<file path="src/rtl/rbm_pkg.sv">
`timescale 1ns/1ps
package rbm_pkg;

  // Direction in which a term enters the final sum.
  typedef enum logic {
    TERM_ADD = 1'b0,
    TERM_SUB = 1'b1
  } term_op_e;

  // Add or subtract a term, modulo the width of the operands.
  function automatic logic [127:0] add_sub(input logic [127:0] acc,
                                           input logic [127:0] term,
                                           input term_op_e     op);
    return (op == TERM_SUB) ? (acc - term) : (acc + term);
  endfunction

endpackage

</file>
<file path="src/rtl/rbm_remainder.sv">
`timescale 1ns/1ps
module rbm_remainder
  import rbm_pkg::*;
#(
  parameter int unsigned N = 16
) (
  input  logic [N-1:0] opnd,
  output logic [N-1:0] mag,
  output term_op_e     dir
);
  localparam int unsigned H = N - 1;
  localparam logic [N-1:0] BASE = {1'b1, {H{1'b0}}};

  logic [N-1:0] low_ext;
  logic [N-1:0] neg_mag;

  assign low_ext = {1'b0, opnd[H-1:0]};
  // The N-bit width keeps the full base for a zero operand.
  assign neg_mag = BASE - low_ext;

  // Steering multiplexer driven by the operand's top bit.
  always_comb begin
    if (opnd[H]) begin
      mag = low_ext;
      dir = TERM_ADD;
    end else begin
      mag = neg_mag;
      dir = TERM_SUB;
    end
  end

endmodule

</file>
<file path="src/rtl/rbm_core_mult.sv">
`timescale 1ns/1ps
module rbm_core_mult #(
  parameter int unsigned W     = 16,
  parameter int unsigned STYLE = 0
) (
  input  logic [W-1:0]   x,
  input  logic [W-1:0]   y,
  output logic [2*W-1:0] prod
);
  localparam int unsigned PW = 2 * W;

  generate
    if (STYLE == 0) begin : g_operator
      assign prod = PW'(x) * PW'(y);
    end else begin : g_array
      logic [PW-1:0] pp  [W];
      logic [PW-1:0] acc [W+1];
      assign acc[0] = '0;
      for (genvar g = 0; g < W; g++) begin : g_row
        assign pp[g]    = y[g] ? (PW'(x) << g) : '0;
        assign acc[g+1] = acc[g] + pp[g];
      end
      assign prod = acc[W];
    end
  endgenerate

endmodule

</file>
<file path="src/rtl/rbm_combine.sv">
`timescale 1ns/1ps
module rbm_combine
  import rbm_pkg::*;
#(
  parameter int unsigned N = 16
) (
  input  logic [N-1:0]   a,
  input  logic [N-1:0]   rem_b,
  input  logic [2*N-1:0] rem_prod,
  input  term_op_e       b_op,
  input  term_op_e       p_op,
  output logic [2*N-1:0] prod
);
  localparam int unsigned H  = N - 1;
  localparam int unsigned AW = 2 * N;

  logic [AW-1:0] t_base;
  logic [AW-1:0] t_rb;
  logic [AW-1:0] s1;
  logic [AW-1:0] s2;
  logic [127:0]  w1;
  logic [127:0]  w2;

  assign t_base = AW'(a) << H;
  assign t_rb   = AW'(rem_b) << H;

  assign w1 = add_sub(128'(t_base), 128'(t_rb), b_op);
  assign s1 = w1[AW-1:0];
  assign w2 = add_sub(128'(s1), 128'(rem_prod), p_op);
  assign s2 = w2[AW-1:0];

  assign prod = s2;

  // Upper bits of the wide helper results are discarded modulo 2^AW.
  logic unused_hi;
  assign unused_hi = ^{w1[127:AW], w2[127:AW]};

endmodule

</file>
<file path="src/rtl/rbm_multiplier.sv">
`timescale 1ns/1ps
module rbm_multiplier
  import rbm_pkg::*;
#(
  parameter int unsigned N          = 16,
  parameter int unsigned OUT_REG    = 1,
  parameter int unsigned MULT_STYLE = 0
) (
  input  logic           clk,
  input  logic           rst,
  input  logic           valid_in,
  input  logic [N-1:0]   a,
  input  logic [N-1:0]   b,
  output logic           valid_out,
  output logic [2*N-1:0] p
);
  localparam int unsigned H  = N - 1;
  localparam int unsigned PW = 2 * N;
  localparam logic [N-1:0] BASE = {1'b1, {H{1'b0}}};

  logic [N-1:0]  rem_a;
  logic [N-1:0]  rem_b;
  term_op_e      dir_a;
  term_op_e      dir_b;
  term_op_e      p_op;
  logic [PW-1:0] rem_prod;
  logic [PW-1:0] prod_c;

  rbm_remainder #(.N(N)) u_rem_a (.opnd(a), .mag(rem_a), .dir(dir_a));
  rbm_remainder #(.N(N)) u_rem_b (.opnd(b), .mag(rem_b), .dir(dir_b));

  // Offset product enters negatively only when the offsets disagree in sign.
  assign p_op = term_op_e'(dir_a ^ dir_b);

  rbm_core_mult #(.W(N), .STYLE(MULT_STYLE)) u_core (
    .x(rem_a), .y(rem_b), .prod(rem_prod)
  );

  rbm_combine #(.N(N)) u_comb (
    .a(a), .rem_b(rem_b), .rem_prod(rem_prod),
    .b_op(dir_b), .p_op(p_op), .prod(prod_c)
  );

  AST_REM_POS: assert property (@(posedge clk) disable iff (rst)
    (valid_in && a[H]) |-> (rem_a < BASE));
  AST_REM_NEG: assert property (@(posedge clk) disable iff (rst)
    (valid_in && !a[H]) |-> ((rem_a + {1'b0, a[H-1:0]}) == BASE));
  AST_ZERO_OPND: assert property (@(posedge clk) disable iff (rst)
    (valid_in && (a == '0 || b == '0)) |-> (prod_c == '0));
  AST_BASE_OPND: assert property (@(posedge clk) disable iff (rst)
    (valid_in && a == BASE) |-> (prod_c == (PW'(b) << H)));

  generate
    if (OUT_REG != 0) begin : g_reg
      always_ff @(posedge clk) begin
        if (rst) begin
          valid_out <= 1'b0;
          p         <= '0;
        end else begin
          valid_out <= valid_in;
          if (valid_in) p <= prod_c;
        end
      end

      AST_VALID_LAT: assert property (@(posedge clk) disable iff (rst)
        valid_in |=> valid_out);
      AST_IDLE_HOLD: assert property (@(posedge clk) disable iff (rst)
        !valid_in |=> (!valid_out && $stable(p)));
      AST_RST_CLEAR: assert property (@(posedge clk)
        rst |=> (!valid_out && p == '0));
    end else begin : g_comb
      assign valid_out = valid_in;
      assign p         = prod_c;
    end
  endgenerate

endmodule

</file>
<file path="config.mk">
export PLATFORM = sky130hd
export DESIGN_NAME = rbm_multiplier
export DESIGN_NICKNAME = d
export VERILOG_FILES = /design/src/rtl/rbm_pkg.sv /design/src/rtl/rbm_remainder.sv /design/src/rtl/rbm_core_mult.sv /design/src/rtl/rbm_combine.sv /design/src/rtl/rbm_multiplier.sv
export SDC_FILE = /design/constraint.sdc
export NUM_CORES = 1
export LEC_CHECK = 0
export ABC_AREA = 0
export ABC_CLOCK_PERIOD_IN_PS = 20800
export BUFFER_PORTS_ARGS = -buffer_cell sky130_fd_sc_hd__buf_4
export CAP_MARGIN = 25
export CORE_MARGIN = 8
export CORE_UTILIZATION = 50
export DETAILED_ROUTE_END_ITERATION = 10
export GPL_TIMING_DRIVEN = 0
export PLACE_DENSITY = 0.78
export RECOVER_POWER = 50
export SLEW_MARGIN = 20
export SYNTH_ARGS = -nofsm -noshare
export SYNTH_HDL_FRONTEND = slang
export SYNTH_HIERARCHICAL = 1
export SYNTH_SLANG_ARGS = --single-unit
</file>
<file path="constraint.sdc">
create_clock -name clk -period 20.8 [get_ports clk]
set_input_delay 0 -clock clk [delete_from_list [all_inputs] [get_ports clk]]
set_output_delay 0 -clock clk [all_outputs]
set_load 0.01 [all_outputs]
</file>
Word level (Yosys, flattened, before mapping)
Cells that the tools add are included.
{ "word_totals": {"regBits": 33, "input_bits": 35} }
{ "op_classes": {"n_addsub": 6, "n_mul": 1, "muxes": 6, "n_bitwise": 1} }
{ "ops": {"columns": ["op", "n"], "rows": [
  ["$mux W32", 2],
  ["$add A31 B31 Y32", 1],
  ["$add A32 B32 Y32", 1],
  ["$mul A16 B16 Y32", 1],
  ["$mux W16", 2],
  ["$sub A16 B15 Y16 const A", 2],
  ["$sub A31 B31 Y32", 1],
  ["$sub A32 B32 Y32", 1],
  ["$mux W1", 2],
  ["$xor A1 B1 Y1", 1]
]} }

Longest topological paths before layout
{ "depth": {"depth_word": 6, "depth_mapped": 43, "depth_no_buf": 42} }

By module
Netlist, hierarchy kept.
{ "modules_own_cells": {"columns": ["mod", "n_inst", "cells_per_inst", "area_per_inst_um2", "seq_area_each_um2"], "rows": [
  ["rbm_core_mult", 1, 987, 8484.4, 0.0],
  ["rbm_combine", 1, 436, 3126.7, 0.0],
  ["rbm_multiplier", 1, 107, 1211.2, 660.6],
  ["rbm_remainder", 2, 49, 350.3, 0.0]
]} }

Worst setup path before layout
Ideal clock, no wire load.
{ "synth_path": {"path_kind": "input port to flip-flop", "from": "input b[5]", "to": "register p[31]", "setup_ns": 0.119, "arrival_time_ns": 8.460, "setup_slack_ns": 12.221, "cell_stages": 37, "path_buffers": 1, "path_cell_list": "nor4_4 a21oi_1 xor2_1 clkbuf_1 and2_1 fa_1 fa_1 ha_1 inv_1 fa_1 fa_1 fa_1 inv_1 ha_1 and3_1 a221o_1 nand3_1 nand2_1 xor2_1 nor4_4 nor3b_2 and2_1 a21oi_1 xnor2_1 ha_1 a21o_1 a21o_1 a21oi_1 o21a_1 o22ai_1 o21bai_4 a211o_1 a31o_1 a21oi_2 xnor2_1 mux2i_1 nor2_1"} }
{ "synth_lines": {"columns": ["item", "line", "source"], "rows": [
  ["from (decl)", "rbm_multiplier.sv:13", "input logic [N-1:0] b,"],
  ["$sub A16 B15 Y16 (*)", "rbm_remainder.sv:19", "assign neg_mag = BASE - low_ext;"],
  ["$mux W16 (*)", "rbm_remainder.sv:23", "if (opnd[H]) begin"],
  ["via rem_b[6]", "rbm_multiplier.sv:22", "logic [N-1:0] rem_b;"],
  ["$mul A16 B16 Y32 (*)", "rbm_core_mult.sv:14", "assign prod = PW'(x) * PW'(y);"],
  ["via rem_prod[11]", "rbm_multiplier.sv:26", "logic [PW-1:0] rem_prod;"],
  ["$add A32 B32 Y32 or $sub A32 B32 Y32 (tied branches)", "rbm_pkg.sv:14", "return (op == TERM_SUB) ? (acc - term) : (acc + term);"],
  ["$mux W32 (*)", "rbm_pkg.sv:14", null],
  ["via prod_c[31]", "rbm_multiplier.sv:27", "logic [PW-1:0] prod_c;"],
  ["to (signal assigned)", "rbm_multiplier.sv:61", "if (valid_in) p <= prod_c;"],
  ["to (decl)", "rbm_multiplier.sv:15", "output logic [2*N-1:0] p"]
]} }
Mark *: on every way through the listed nets, which the timed path passes. The rest lies on a longest branch.
A chain may end at the register's enable or synchronous reset.

Worst setup path in the final report
{ "layout_path": {"from": "input a[5]", "to": "register p[31]"} }
{ "layout_between": {"elab_chain_len": 5} }
{ "layout_lines": {"columns": ["item", "line", "source"], "rows": [
  ["from (decl)", "rbm_multiplier.sv:12", "input logic [N-1:0] a,"],
  ["$sub A16 B15 Y16 (*)", "rbm_remainder.sv:19", null],
  ["$mux W16 (*)", "rbm_remainder.sv:23", null],
  ["via rem_a[6]", "rbm_multiplier.sv:21", "logic [N-1:0] rem_a;"],
  ["$mul A16 B16 Y32 (*)", "rbm_core_mult.sv:14", null],
  ["via rem_prod[11]", "rbm_multiplier.sv:26", null],
  ["$add A32 B32 Y32 or $sub A32 B32 Y32 (tied branches)", "rbm_pkg.sv:14", null],
  ["$mux W32 (*)", "rbm_pkg.sv:14", null],
  ["via prod_c[31]", "rbm_multiplier.sv:27", null]
]} }
Marked as above.

==> results.md <==
- Worst min path class: in -> reg
- CTS tree: yes
- FF-to-FF setup slack: 20180 ps
- First-pass GRT wire length: 59700 um
- Die height: 180 um
- Top-count cell post-synth: inv_1
- Routed WL: 36600 um
- Number of global-route vias before repair: 12200
- Final period util: 48.1%
- Synth warn: 6
- Layout cells sized above 1: 6.81%
- Worst setup SP type: input port
- Vias per inst: 5.66
- Drt first pass iters: 5
- Htree depth: 2
- Outcome: finished, final reports clean
- Clock Skew: 0 ps
- Ys async rst share: 0%
- RSZ-0062 raised after global routing: no
- Crit Path Category: in -> reg
- Hold wc startpoint: rst
- Sequential cell area: 661 um^2
- Ranking of synthesized cells by area: fa_1 (29%), ha_1 (13%), inv_1 (7.2%)
- EDFF count, synth: 0
- Final Max Slew Viols: 0
- Site row count: 60
- Core Footprint: 26700 um^2
- Setup TNS Final: 0 ps
- CP max FO: 10
- Largest net degree at the start of global routing: 13
- Post-synth net total: 1998
- Worst-margin pin slew: 1160 ps
- Fin crit period: 10000 ps
- Worst-path clk slew: 50 ps
- I/O Pins: 68
- Global-route met3 utilization: 3.87%
- Netlist cell types: 82
- Crit-path max cell delay: 770 ps
- Number of synthesized register bits: 33
- Endpoint class of the critical path: register
- Req. time, crit path: 21010 ps
- FMAX: 100 MHz
- Synth cell count leaders: inv_1 (259), fa_1 (195), nand2_1 (178), ha_1 (140), and2_1 (129)
- Worst Hold Path Cells: 2
- Root Buffer: clkbuf_16
- Die area: 32600 um^2
- Gr ovfl total: 0
- Synth top area share: 28.9%
- # fillers: 2478
- Worst EP arrival: 10220 ps
- Met2 Usage GRT: 38.1%
- Synthesized instance count: 1628
- Setup violations, final: 0
- Worst Reg-to-Reg Cells: 2
- Drt drc: 0
- Number of max-cap violations: 0
- Hold-fix buffers, CTS: 0
- Post-synthesis average cell area: 8.31 um^2
- Initial antenna violation count: 0
- Final nets: 2074
- Post-CTS Setup Inserts: 0
- Post-synth top area cell: fa_1
- Routed vias: 11600
- IO Port Bufs: 64
- Clock latency on the worst-skew pair: 270 ps
- Most used cell, CP: fa_1
- Area Overhead vs Synth: 7.61%
- Post_cts resized: 0
- Chip Width: 180 um
- Endpoints failing hold: 0
- GRT busiest layer: met2
- Met1 usage: 27.2%
- Primary FF master, synth: dfxtp_1
- Critical Path Slowest Stage Cell: xor2_1
- HPWL Detailed: 30500 um
- Worst-case clock buffer depth: 2
- Total CTS buffers: 5
- GRT Resource Usage Total: 22.3%
- Hold Path End: p[31]
- Multi-input gate area: 11600 um^2
- Iteration-0 DRC Markers: 973
- Slew HR: 22.4%
- Placer Congestion: 0.962
- Post-synthesis cell area: 13500 um^2
- Crit path launch: a[5]
- Final ANT Viol Nets: 0
- Hold Worst Slack: 14.1 ps
- Reg2reg end: p[22]
- DR WL/cell: 17.9 um
- Clock sink count: 33
- Starting Density: 50.6%
- Post-synthesis sequential area ratio: 4.89%
- Critical R2R Launch: p[22]
area by class of cell:
class	count	share of cell area, %
inverters	259	6.68
repair buffers	69	2.76
multi-input cells	1272	79.7
plain buffers	64	2.35
well taps	341	2.93
diodes	1	0.0172
clock buffers	7	0.980
flip-flops and latches	33	4.54
logic make-up (layout without fill, tap and decap cells):
kind of cell    count (synthesis)  count (layout)  synth area share [%]
compound gates                208             208                  10.2
xor+xnor                      140             140                  9.23
fa+ha+maj                     335             335                  41.8
buf+inv                       323             399                  9.84
flops                          33              33                  4.89
mux                            37              37                  2.77
other cells                     0               1                     0
simple gates                  552             552                  21.2
registers in the layout (all words and copies together) (netlist names):
| name | cells |
|---|---|
| p | 32 |
| valid_out | 1 |
cell usage in the layout, fill, tap and decap left out, types with 6 or more instances in the layout:
master / synthesis / routed
nor3_1: 25 / 24
nor4_1: 13 / 13
or3_1: 6 / 6
fa_1: 195 / 195
ha_1: 140 / 140
xor2_2: 0 / 7
nand2_1: 178 / 178
buf_2: 7 / 7
buf_4: 6 / 41
nor2b_1: 8 / 8
and2_1: 129 / 129
o31ai_1: 7 / 7
buf_6: 5 / 6
nor4_4: 7 / 7
dfxtp_1: 33 / 33
a41oi_1: 12 / 12
a21oi_2: 6 / 6
inv_1: 259 / 259
xor2_1: 59 / 52
nand3_1: 16 / 16
xnor2_1: 78 / 76
mux2i_1: 34 / 34
clkbuf_1: 41 / 75
nand2b_1: 8 / 8
nand4_1: 13 / 13
a31oi_1: 18 / 18
nor2_1: 116 / 116
o21ai_0: 30 / 30
a21o_1: 12 / 12
a21oi_1: 74 / 74
worst max path at each step:
stage / to / slack [ps] / cells past startpoint
after floorplan: p[31] / 12220 / 37
after global placement: p[31] / 10560 / 38
after detailed placement: p[31] / 10510 / 39
after CTS: p[31] / 10770 / 39
after global routing: p[31] / 10250 / 40
final: p[31] / 10800 / 39
critical path, delay by kind of cell:
family                   cells  cell delay [ps]
AO/OA/AOI/OAI               12             2460
XOR/XNOR                     4             1300
adder cells (fa/ha/maj)      8             3450
buffers and inverters        5              830
multiplexers                 1              110
AND/OR/NAND/NOR              9             2040
metrics by stage:
stage	area, um^2	std cells	setup slack (ps)	util, %
after floorplan	13500	1628	12220	-
after global placement	14400	2033	10560	54.0
after detailed placement	14500	2037	10510	54.3
after CTS	14700	2044	10770	54.9
after global routing	14600	2045	10250	54.4
final	14600	2046	10800	54.5
routing by layer:
| metal | wire (um) | share of wire (%) |
|---|---|---|
| met5 | 0 | 0 |
| met4 | 1360 | 3.7 |
| met3 | 2750 | 7.5 |
| met2 | 17100 | 47 |
| met1 | 15300 | 42 |
Power is not shown: default switching activity piles up to over one toggle a cycle in this logic, so the estimate is an artifact.
